--- src/rtl/cfg_serial_pkg.sv ---
package cfg_serial_pkg;
  localparam int unsigned CFG_WORD_W  = 20;
  localparam int unsigned CFG_ADDR_W  = 2;
  localparam int unsigned CFG_SYNC_ST = 2;

  // bit positions of the synchronised pin vector
  localparam int unsigned PIN_SCK = 0;
  localparam int unsigned PIN_SDI = 1;
  localparam int unsigned PIN_LE  = 2;
  localparam int unsigned PIN_NUM = 3;
endpackage

--- src/rtl/cfg_pin_sync.sv ---
module cfg_pin_sync #(
  parameter int unsigned WIDTH  = 3,
  parameter int unsigned STAGES = 2
) (
  input  logic             clk,
  input  logic             rst_n,
  input  logic [WIDTH-1:0] pin_a,
  output logic [WIDTH-1:0] pin_s
);
  logic [WIDTH-1:0] chain_q [STAGES];
  logic [WIDTH-1:0] chain_d [STAGES];

  always_comb begin
    chain_d[0] = pin_a;
    for (int s = 1; s < STAGES; s++) chain_d[s] = chain_q[s-1];
  end

  always_ff @(posedge clk or negedge rst_n) begin
    if (!rst_n) begin
      for (int s = 0; s < STAGES; s++) chain_q[s] <= '0;
    end else begin
      for (int s = 0; s < STAGES; s++) chain_q[s] <= chain_d[s];
    end
  end

  assign pin_s = chain_q[STAGES-1];
endmodule

--- src/rtl/cfg_shifter.sv ---
module cfg_shifter #(
  parameter int unsigned WORD_W = 20
) (
  input  logic              clk,
  input  logic              rst_n,
  input  logic              sck_s,
  input  logic              sdi_s,
  input  logic              le_s,
  output logic [WORD_W-1:0] word,
  output logic              sck_rise,
  output logic              xfer
);
  logic              sck_q, le_q;
  logic [WORD_W-1:0] word_q, word_d;
  logic              shift_en;

  assign sck_rise = sck_s & ~sck_q;
  assign xfer     = le_s & ~le_q;
  assign shift_en = sck_rise & ~le_s;

  always_comb begin
    word_d = word_q;
    if (shift_en) word_d = {word_q[WORD_W-2:0], sdi_s};
  end

  always_ff @(posedge clk or negedge rst_n) begin
    if (!rst_n) begin
      sck_q  <= 1'b0;
      le_q   <= 1'b0;
      word_q <= '0;
    end else begin
      sck_q  <= sck_s;
      le_q   <= le_s;
      if (shift_en) word_q <= word_d;
    end
  end

  assign word = word_q;
endmodule

--- src/rtl/cfg_bank.sv ---
module cfg_bank #(
  parameter int unsigned WORD_W = 20,
  parameter int unsigned ADDR_W = 2,
  localparam int unsigned NUM_REGS = 1 << ADDR_W,
  localparam int unsigned PAY_W    = WORD_W - ADDR_W
) (
  input  logic                      clk,
  input  logic                      rst_n,
  input  logic                      xfer,
  input  logic [WORD_W-1:0]         word,
  output logic [NUM_REGS*PAY_W-1:0] cfg_q,
  output logic [NUM_REGS-1:0]       cfg_load
);
  logic [ADDR_W-1:0]   sel;
  logic [PAY_W-1:0]    payload;
  logic [NUM_REGS-1:0] load_d;

  assign sel     = word[ADDR_W-1:0];
  assign payload = word[WORD_W-1:ADDR_W];

  always_comb begin
    load_d = '0;
    if (xfer) load_d[sel] = 1'b1;
  end

  always_ff @(posedge clk or negedge rst_n) begin
    if (!rst_n) cfg_load <= '0;
    else        cfg_load <= load_d;
  end

  for (genvar r = 0; r < NUM_REGS; r++) begin : g_reg
    logic [PAY_W-1:0] reg_q;
    always_ff @(posedge clk or negedge rst_n) begin
      if (!rst_n)         reg_q <= '0;
      else if (load_d[r]) reg_q <= payload;
    end
    assign cfg_q[r*PAY_W +: PAY_W] = reg_q;
  end
endmodule

--- src/rtl/cfg_serial_port.sv ---
module cfg_serial_port #(
  parameter int unsigned WORD_W      = cfg_serial_pkg::CFG_WORD_W,
  parameter int unsigned ADDR_W      = cfg_serial_pkg::CFG_ADDR_W,
  parameter int unsigned SYNC_STAGES = cfg_serial_pkg::CFG_SYNC_ST,
  localparam int unsigned NUM_REGS = 1 << ADDR_W,
  localparam int unsigned PAY_W    = WORD_W - ADDR_W
) (
  input  logic                      clk,
  input  logic                      rst_n,
  input  logic                      ser_clk,
  input  logic                      ser_data,
  input  logic                      ser_latch,
  output logic [NUM_REGS*PAY_W-1:0] cfg_q,
  output logic [NUM_REGS-1:0]       cfg_load
);
  import cfg_serial_pkg::*;

  logic [1:0]         rst_pipe_q;
  logic               rst_int_n;
  logic [PIN_NUM-1:0] pins_a, pins_s;
  logic               le_sync, sck_rise, xfer;
  logic [WORD_W-1:0]  shift_word;

  // asynchronous assert, synchronous release
  always_ff @(posedge clk or negedge rst_n) begin
    if (!rst_n) rst_pipe_q <= 2'b00;
    else        rst_pipe_q <= {rst_pipe_q[0], 1'b1};
  end
  assign rst_int_n = rst_pipe_q[1];

  always_comb begin
    pins_a          = '0;
    pins_a[PIN_SCK] = ser_clk;
    pins_a[PIN_SDI] = ser_data;
    pins_a[PIN_LE]  = ser_latch;
  end

  cfg_pin_sync #(.WIDTH(PIN_NUM), .STAGES(SYNC_STAGES)) u_sync (
    .clk   (clk),
    .rst_n (rst_int_n),
    .pin_a (pins_a),
    .pin_s (pins_s)
  );

  assign le_sync = pins_s[PIN_LE];

  cfg_shifter #(.WORD_W(WORD_W)) u_shift (
    .clk      (clk),
    .rst_n    (rst_int_n),
    .sck_s    (pins_s[PIN_SCK]),
    .sdi_s    (pins_s[PIN_SDI]),
    .le_s     (le_sync),
    .word     (shift_word),
    .sck_rise (sck_rise),
    .xfer     (xfer)
  );

  cfg_bank #(.WORD_W(WORD_W), .ADDR_W(ADDR_W)) u_bank (
    .clk      (clk),
    .rst_n    (rst_int_n),
    .xfer     (xfer),
    .word     (shift_word),
    .cfg_q    (cfg_q),
    .cfg_load (cfg_load)
  );
endmodule

--- config.mk ---
export PLATFORM = sky130hd
export DESIGN_NAME = cfg_serial_port
export DESIGN_NICKNAME = d
export VERILOG_FILES = /design/src/rtl/cfg_serial_pkg.sv /design/src/rtl/cfg_pin_sync.sv /design/src/rtl/cfg_shifter.sv /design/src/rtl/cfg_bank.sv /design/src/rtl/cfg_serial_port.sv
export SDC_FILE = /design/constraint.sdc
export NUM_CORES = 1
export LEC_CHECK = 0
export BUFFER_PORTS_ARGS = -buffer_cell sky130_fd_sc_hd__buf_2
export CORE_MARGIN = 1.5
export CORE_UTILIZATION = 30
export CTS_CLUSTER_SIZE = 30
export DETAILED_ROUTE_END_ITERATION = 6
export GPL_TIMING_DRIVEN = 1
export PLACE_DENSITY = 0.49
export SYNTH_ARGS = -nofsm -noshare
export SYNTH_HDL_FRONTEND = slang
export SYNTH_SLANG_ARGS = --single-unit
--- constraint.sdc ---
create_clock -name clk -period 3.3 [get_ports clk]
set_clock_uncertainty 0.05 [all_clocks]
set_input_delay 0.66 -clock clk [delete_from_list [all_inputs] [get_ports clk]]
set_output_delay 0.66 -clock clk [all_outputs]
set_load 0.005 [all_outputs]
* After elaboration in Yosys (flattened, before gate mapping)
Cells that the tools add are included. W data, S select, Z words.
Cells by class: eq/ne operators 0, bitwise logic cells 6, shift operators 0, reduce and logical (&&, ||, !) cells 1, divide/modulo/power cells 0, $add $sub $neg 0, magnitude comparators 2, mux-type cells 3, $mul 0
Operators by type and width (number):
- $mux W4 | 1
- $and A1 B1 Y1 | 3
- $lt A2 B3 Y1 const B | 1
- $not A1 Y1 | 3
- $demux W1 S2 | 1
- $ge A2 B1 Y1 const B | 1
- $logic_and A1 B1 Y1 | 1
- $mux W1 | 1
Word-level totals: memories 0, register bits 106, logic and storage cells 23, bits in latches 0, input port bits 5, output and inout bits 76, RAM bits 0, bits in read-only memories 0

* Logic depth before layout (Yosys ltp)
depth after elaboration 5, mapped depth 4, depth with buffers taken out 2

* Hierarchy
From an unflattened synthesis, not the netlist that was laid out.
Unflattened totals: cell total of the unflattened synthesis 218, area, all modules 3976.3 um2
By module, submodules not included:
- cfg_bank | times used 1, area each 2941.6 um2, cells an instance 162, sequential area each 1901.8 um2
- cfg_shifter | times used 1, area each 830.8 um2, cells an instance 47, sequential area each 550.5 um2
- cfg_pin_sync | times used 1, area each 150.1 um2, cells an instance 6, sequential area each 150.1 um2
- cfg_serial_port | times used 1, area each 53.8 um2, cells an instance 3, sequential area each 50.0 um2

* Least setup slack after synthesis
Ideal clock, no wire load.
path kind reg2reg, start reg u_shift.word_q[0], in the netlist u_shift.word[0], end reg u_bank.g_reg[0].reg_q[10], library setup time 0.125 ns, stages on the path, launching flop included 5, clock period less this slack 1.481 ns, required time 3.125 ns, slack 1.819 ns, arrival 1.307 ns, path buffers 2, cells stage by stage dfrtp_1 > nor4b_2 > buf_4 > buf_12 > mux2_2
On the way: cells in the longest elaborated chain, start to end 5, elaborated cells on any way between the ends 6, those cells by class order compare (2); mux (3); reduce/logical (1)
Ends and longest elaborated chain:
- start, declared | line cfg_shifter.sv:14 | logic [WORD_W-1:0] word_q, word_d;
- start signal, assigned | line cfg_shifter.sv:34 | if (shift_en) word_q <= word_d;
- $lt A2 B3 Y1 (not written as such) / $ge A2 B1 Y1 (equally long branches) | line cfg_bank.sv:23 | if (xfer) load_d[sel] = 1'b1;
- $logic_and A1 B1 Y1 (not written as such) | line cfg_bank.sv:23
- $mux W1 (not written as such) | line cfg_bank.sv:23
- $demux W1 S2 *
- $mux W4 * | line cfg_bank.sv:23
- net u_bank.load_d[0] | line cfg_bank.sv:16 | logic [NUM_REGS-1:0] load_d;
- end signal, assigned | line cfg_bank.sv:35 | else if (load_d[r]) reg_q <= payload;
- end, declared | line cfg_bank.sv:32 | logic [PAY_W-1:0] reg_q;
Mark *: on every way through the listed nets, which the timed path passes. The rest lies on a longest branch. A chain may end at the register's enable or synchronous reset.

* Worst setup path after layout
start reg u_shift.word_q[0], in the netlist u_shift.word[0], end reg u_bank.g_reg[0].reg_q[7]
On the way: cells in the longest elaborated chain, start to end 5, elaborated cells on any way between the ends 6, those cells by class order compare (2); mux (3); reduce/logical (1)
Ends and longest elaborated chain (line):
- $lt A2 B3 Y1 (not written as such) / $ge A2 B1 Y1 (equally long branches) | cfg_bank.sv:23
- $logic_and A1 B1 Y1 (not written as such) | cfg_bank.sv:23
- $mux W1 (not written as such) | cfg_bank.sv:23
- $demux W1 S2 *
- $mux W4 * | cfg_bank.sv:23
Every way passes the cells marked *; elsewhere a longest branch is shown, timed or not.

==> impl_metrics.toml <==
[global_routing]
grt_usage = 0.118
grt_overflow = 0
grt_antenna_before_repair = 0
grt_pass1_vias = 2205
grt_max_degree = 89
grt_pass1_wl_mm = 12.6

[power]
switching_share = 0.246
irDropWorstVdd_mv = 0.372
power_density_nw_per_um2 = 661
p_sw_uw = 787
internal_power_uw = 2410
power.leakage_uw = 0.00258
pwr-share-comb = 0.134
clkPwrFrac = 0.354
p_seq_frac = 0.512

[run]
cap_violations = 0

[detailed_routing]
wl_met1_mm = 3.72
via_per_inst = 4.25
wl_per_cell_um = 16.0
drc = 0
antenna_left = 0
first_pass_iters = 4
routed_wl_mm = 7.67
num_vias = 2042
wl_met3_um = 515
wl_met2_mm = 3.37
drt_iter0_drc = 54
top_layer = "met4"

[worst_setup_path]
startpoint = "u_shift.word[0]"
critPathCaptureType = "register"
r2r-end = "u_bank.g_reg[0].reg_q[7]"
crit_fanout = 11
crit_type = "reg -> reg"
r2r_cells = 3
reg2reg_from = "u_shift.word[0]"
worst_setup_path_start_kind = "register"
crit_end = "u_bank.g_reg[0].reg_q[7]"
required_ps = 3470
r2r_setup_slack_ps = 1260
crit_arrival_ps = 2220

[yosys]
synth_cell_type_count = 14
synth_fp_nets = 220
synth_top_area_cell = "dfrtp_1"
synth_area_sq_um = 3940
syn_area_per_cell_sq_um = 18.3
synthesis.instances = 215
ys_seq_elements = 106
yosys_warnings = 0
seq_area_frac_synth = 0.673
netlist_top_cells_area = "dfrtp_1 67%, mux2_2 21%, mux2_4 6.9%, buf_12 1.5%, buf_6 0.86%"
synth_top_area_frac = 0.673

[sta]
period_minus_slack_ps = 2040
fin_ws_ps = 1260
fin_crit_sh = 0.619
maxSlewHeadroom = 0.461
final.setup.tns_ps = 0
rsz0062_at_grt = "no"
worst_pin_slew_ps = 805
max_freq_mhz = 489
drv_slew = 0
hold_violations = 0
setup_viol = 0

[layout]
n_antenna_cell = 0
syn2layout_area_growth_pct = 22.8
nNetsFinal = 308
drive_above_1_share = 0.636
num-fill-cells = 1272

[place]
place_congestion = 0.647
pre_cts_ws_ps = 1200
hpwl_mm = 5.03
io_buffer_count = 80

[floorplanning]
dieArea_sq_um = 13800
ioPinCount = 81
die_w_um = 118
core_sq_um = 12700
start_util = 0.310
rows = 41
die_h_um = 118

[status]
status = "complete, no violations"

[clocking]
htree_levels = 3
clk_pin_slew_worst_paths_ps = 70
cts_buffer_depth = 2
cts_hold_buf = 0
worstSkewPairLatency_ps = 340
cts_tree = "built"
cts_root_buf = "clkbuf_16"
cts_resized = 0
cts_buffers = 9
cts.sinks = 106
cts_setup_buffers = 0

[min_path]
hp-class = "in -> async"
-- cell type report --
cell class / instances / area [sq um] / share of cell area
well taps: 172 / 215 / 0.0445
multi-input cells: 98 / 1180 / 0.243
repair buffers: 87 / 465 / 0.0962
clock buffers: 9 / 225 / 0.0466
clock inverters: 7 / 92.6 / 0.0191
inverters: 1 / 3.75 / 0.000776
flip-flops and latches: 106 / 2660 / 0.549
-- kinds of logic after synthesis --
kind of cell	after synthesis	synth area share
flops	106	0.673
buf+inv	11	0.0311
simple gates	5	0.0143
other cells	1	0.000952
mux	92	0.280
-- power groups by stage --
stage | Clock, uW | Combinational, uW | Sequential [uW]
final | 1130 | 428 | 1640
after global routing | 1230 | 474 | 1670
after CTS | 1170 | 441 | 1640
after detailed placement | 0 | 440 | 1660
after global placement | 0 | 436 | 1650
after floorplan | 0 | 235 | 1650
-- Yosys cell counts --
cell type,count
and4bb_1,2
buf_12,3
buf_2,2
buf_4,2
buf_6,3
conb_1,1
dfrtp_1,106
inv_1,1
mux2_1,2
mux2_2,72
mux2_4,18
nand4b_1,1
nor3b_1,1
nor4b_2,1
-- worst min path at each step --
stage,from,to,slack [ps],depth (start not counted)
6_report,rst_n,rst_pipe_q[1],40,1
5_1_grt,rst_n,rst_pipe_q[1],30,1
4_1_cts,rst_n,rst_pipe_q[1],30,1
3_5_place_dp,rst_pipe_q[1],u_sync.chain_d[1],150,0
3_3_place_gp,rst_pipe_q[1],u_sync.chain_d[1],140,0
2_1_floorplan,rst_pipe_q[0],rst_pipe_q[1],280,0
-- stage by stage --
step | instance area [sq um] | hold WS (ps) | std cells | power, uW | utilization
finish | 4840 | 41.2 | 480 | 3200 | 0.380
global route | 4840 | 26.5 | 480 | 3370 | 0.380
CTS | 4840 | 26.8 | 480 | 3250 | 0.380
detailed placement | 4520 | 146 | 464 | 2100 | 0.355
global placement | 4520 | 145 | 464 | 2090 | 0.355
floorplan | 3940 | 281 | 215 | 1880 | -
-- worst max-delay path, cell delays in order (launching register included) --
cell and delay [ps]:
dfrtp_1 450, nor4b_4 770, buf_4 320, mux2_2 350
-- flip-flops by register name, summed over array words and instances, names as in the netlist --
name             flops
u_sync.pin_s         3
u_shift.le_q         1
u_sync.chain_d       3
u_bank.g.reg_q      72
u_shift.sck_q        1
rst_pipe_q           2
u_shift.word        20
u_bank.cfg_load      4
-- metal layers --
metal / global-route usage / vias to the layer above
li1: - / 934
met1: 0.158 / 1039
met2: 0.175 / 63
met3: 0.0475 / 6
met4: 0.0366 / 0
met5: 0 / -
-- layout by cell type (no fill, tap or decap) --
cell type,netlist,layout
nor4b_4,0,1
nand4b_1,1,1
clkbuf_16,0,9
buf_4,2,6
clkinv_2,0,3
and4bb_1,2,2
inv_1,1,1
mux2_4,18,18
bufinv_16,0,2
mux2_2,72,72
buf_12,3,1
conb_1,1,1
nor3b_2,0,1
dfrtp_4,0,1
dfrtp_1,106,105
inv_6,0,1
mux2_1,2,2
clkinv_4,0,1
buf_2,2,80
Note: power is estimated with default switching activity, not from simulation.
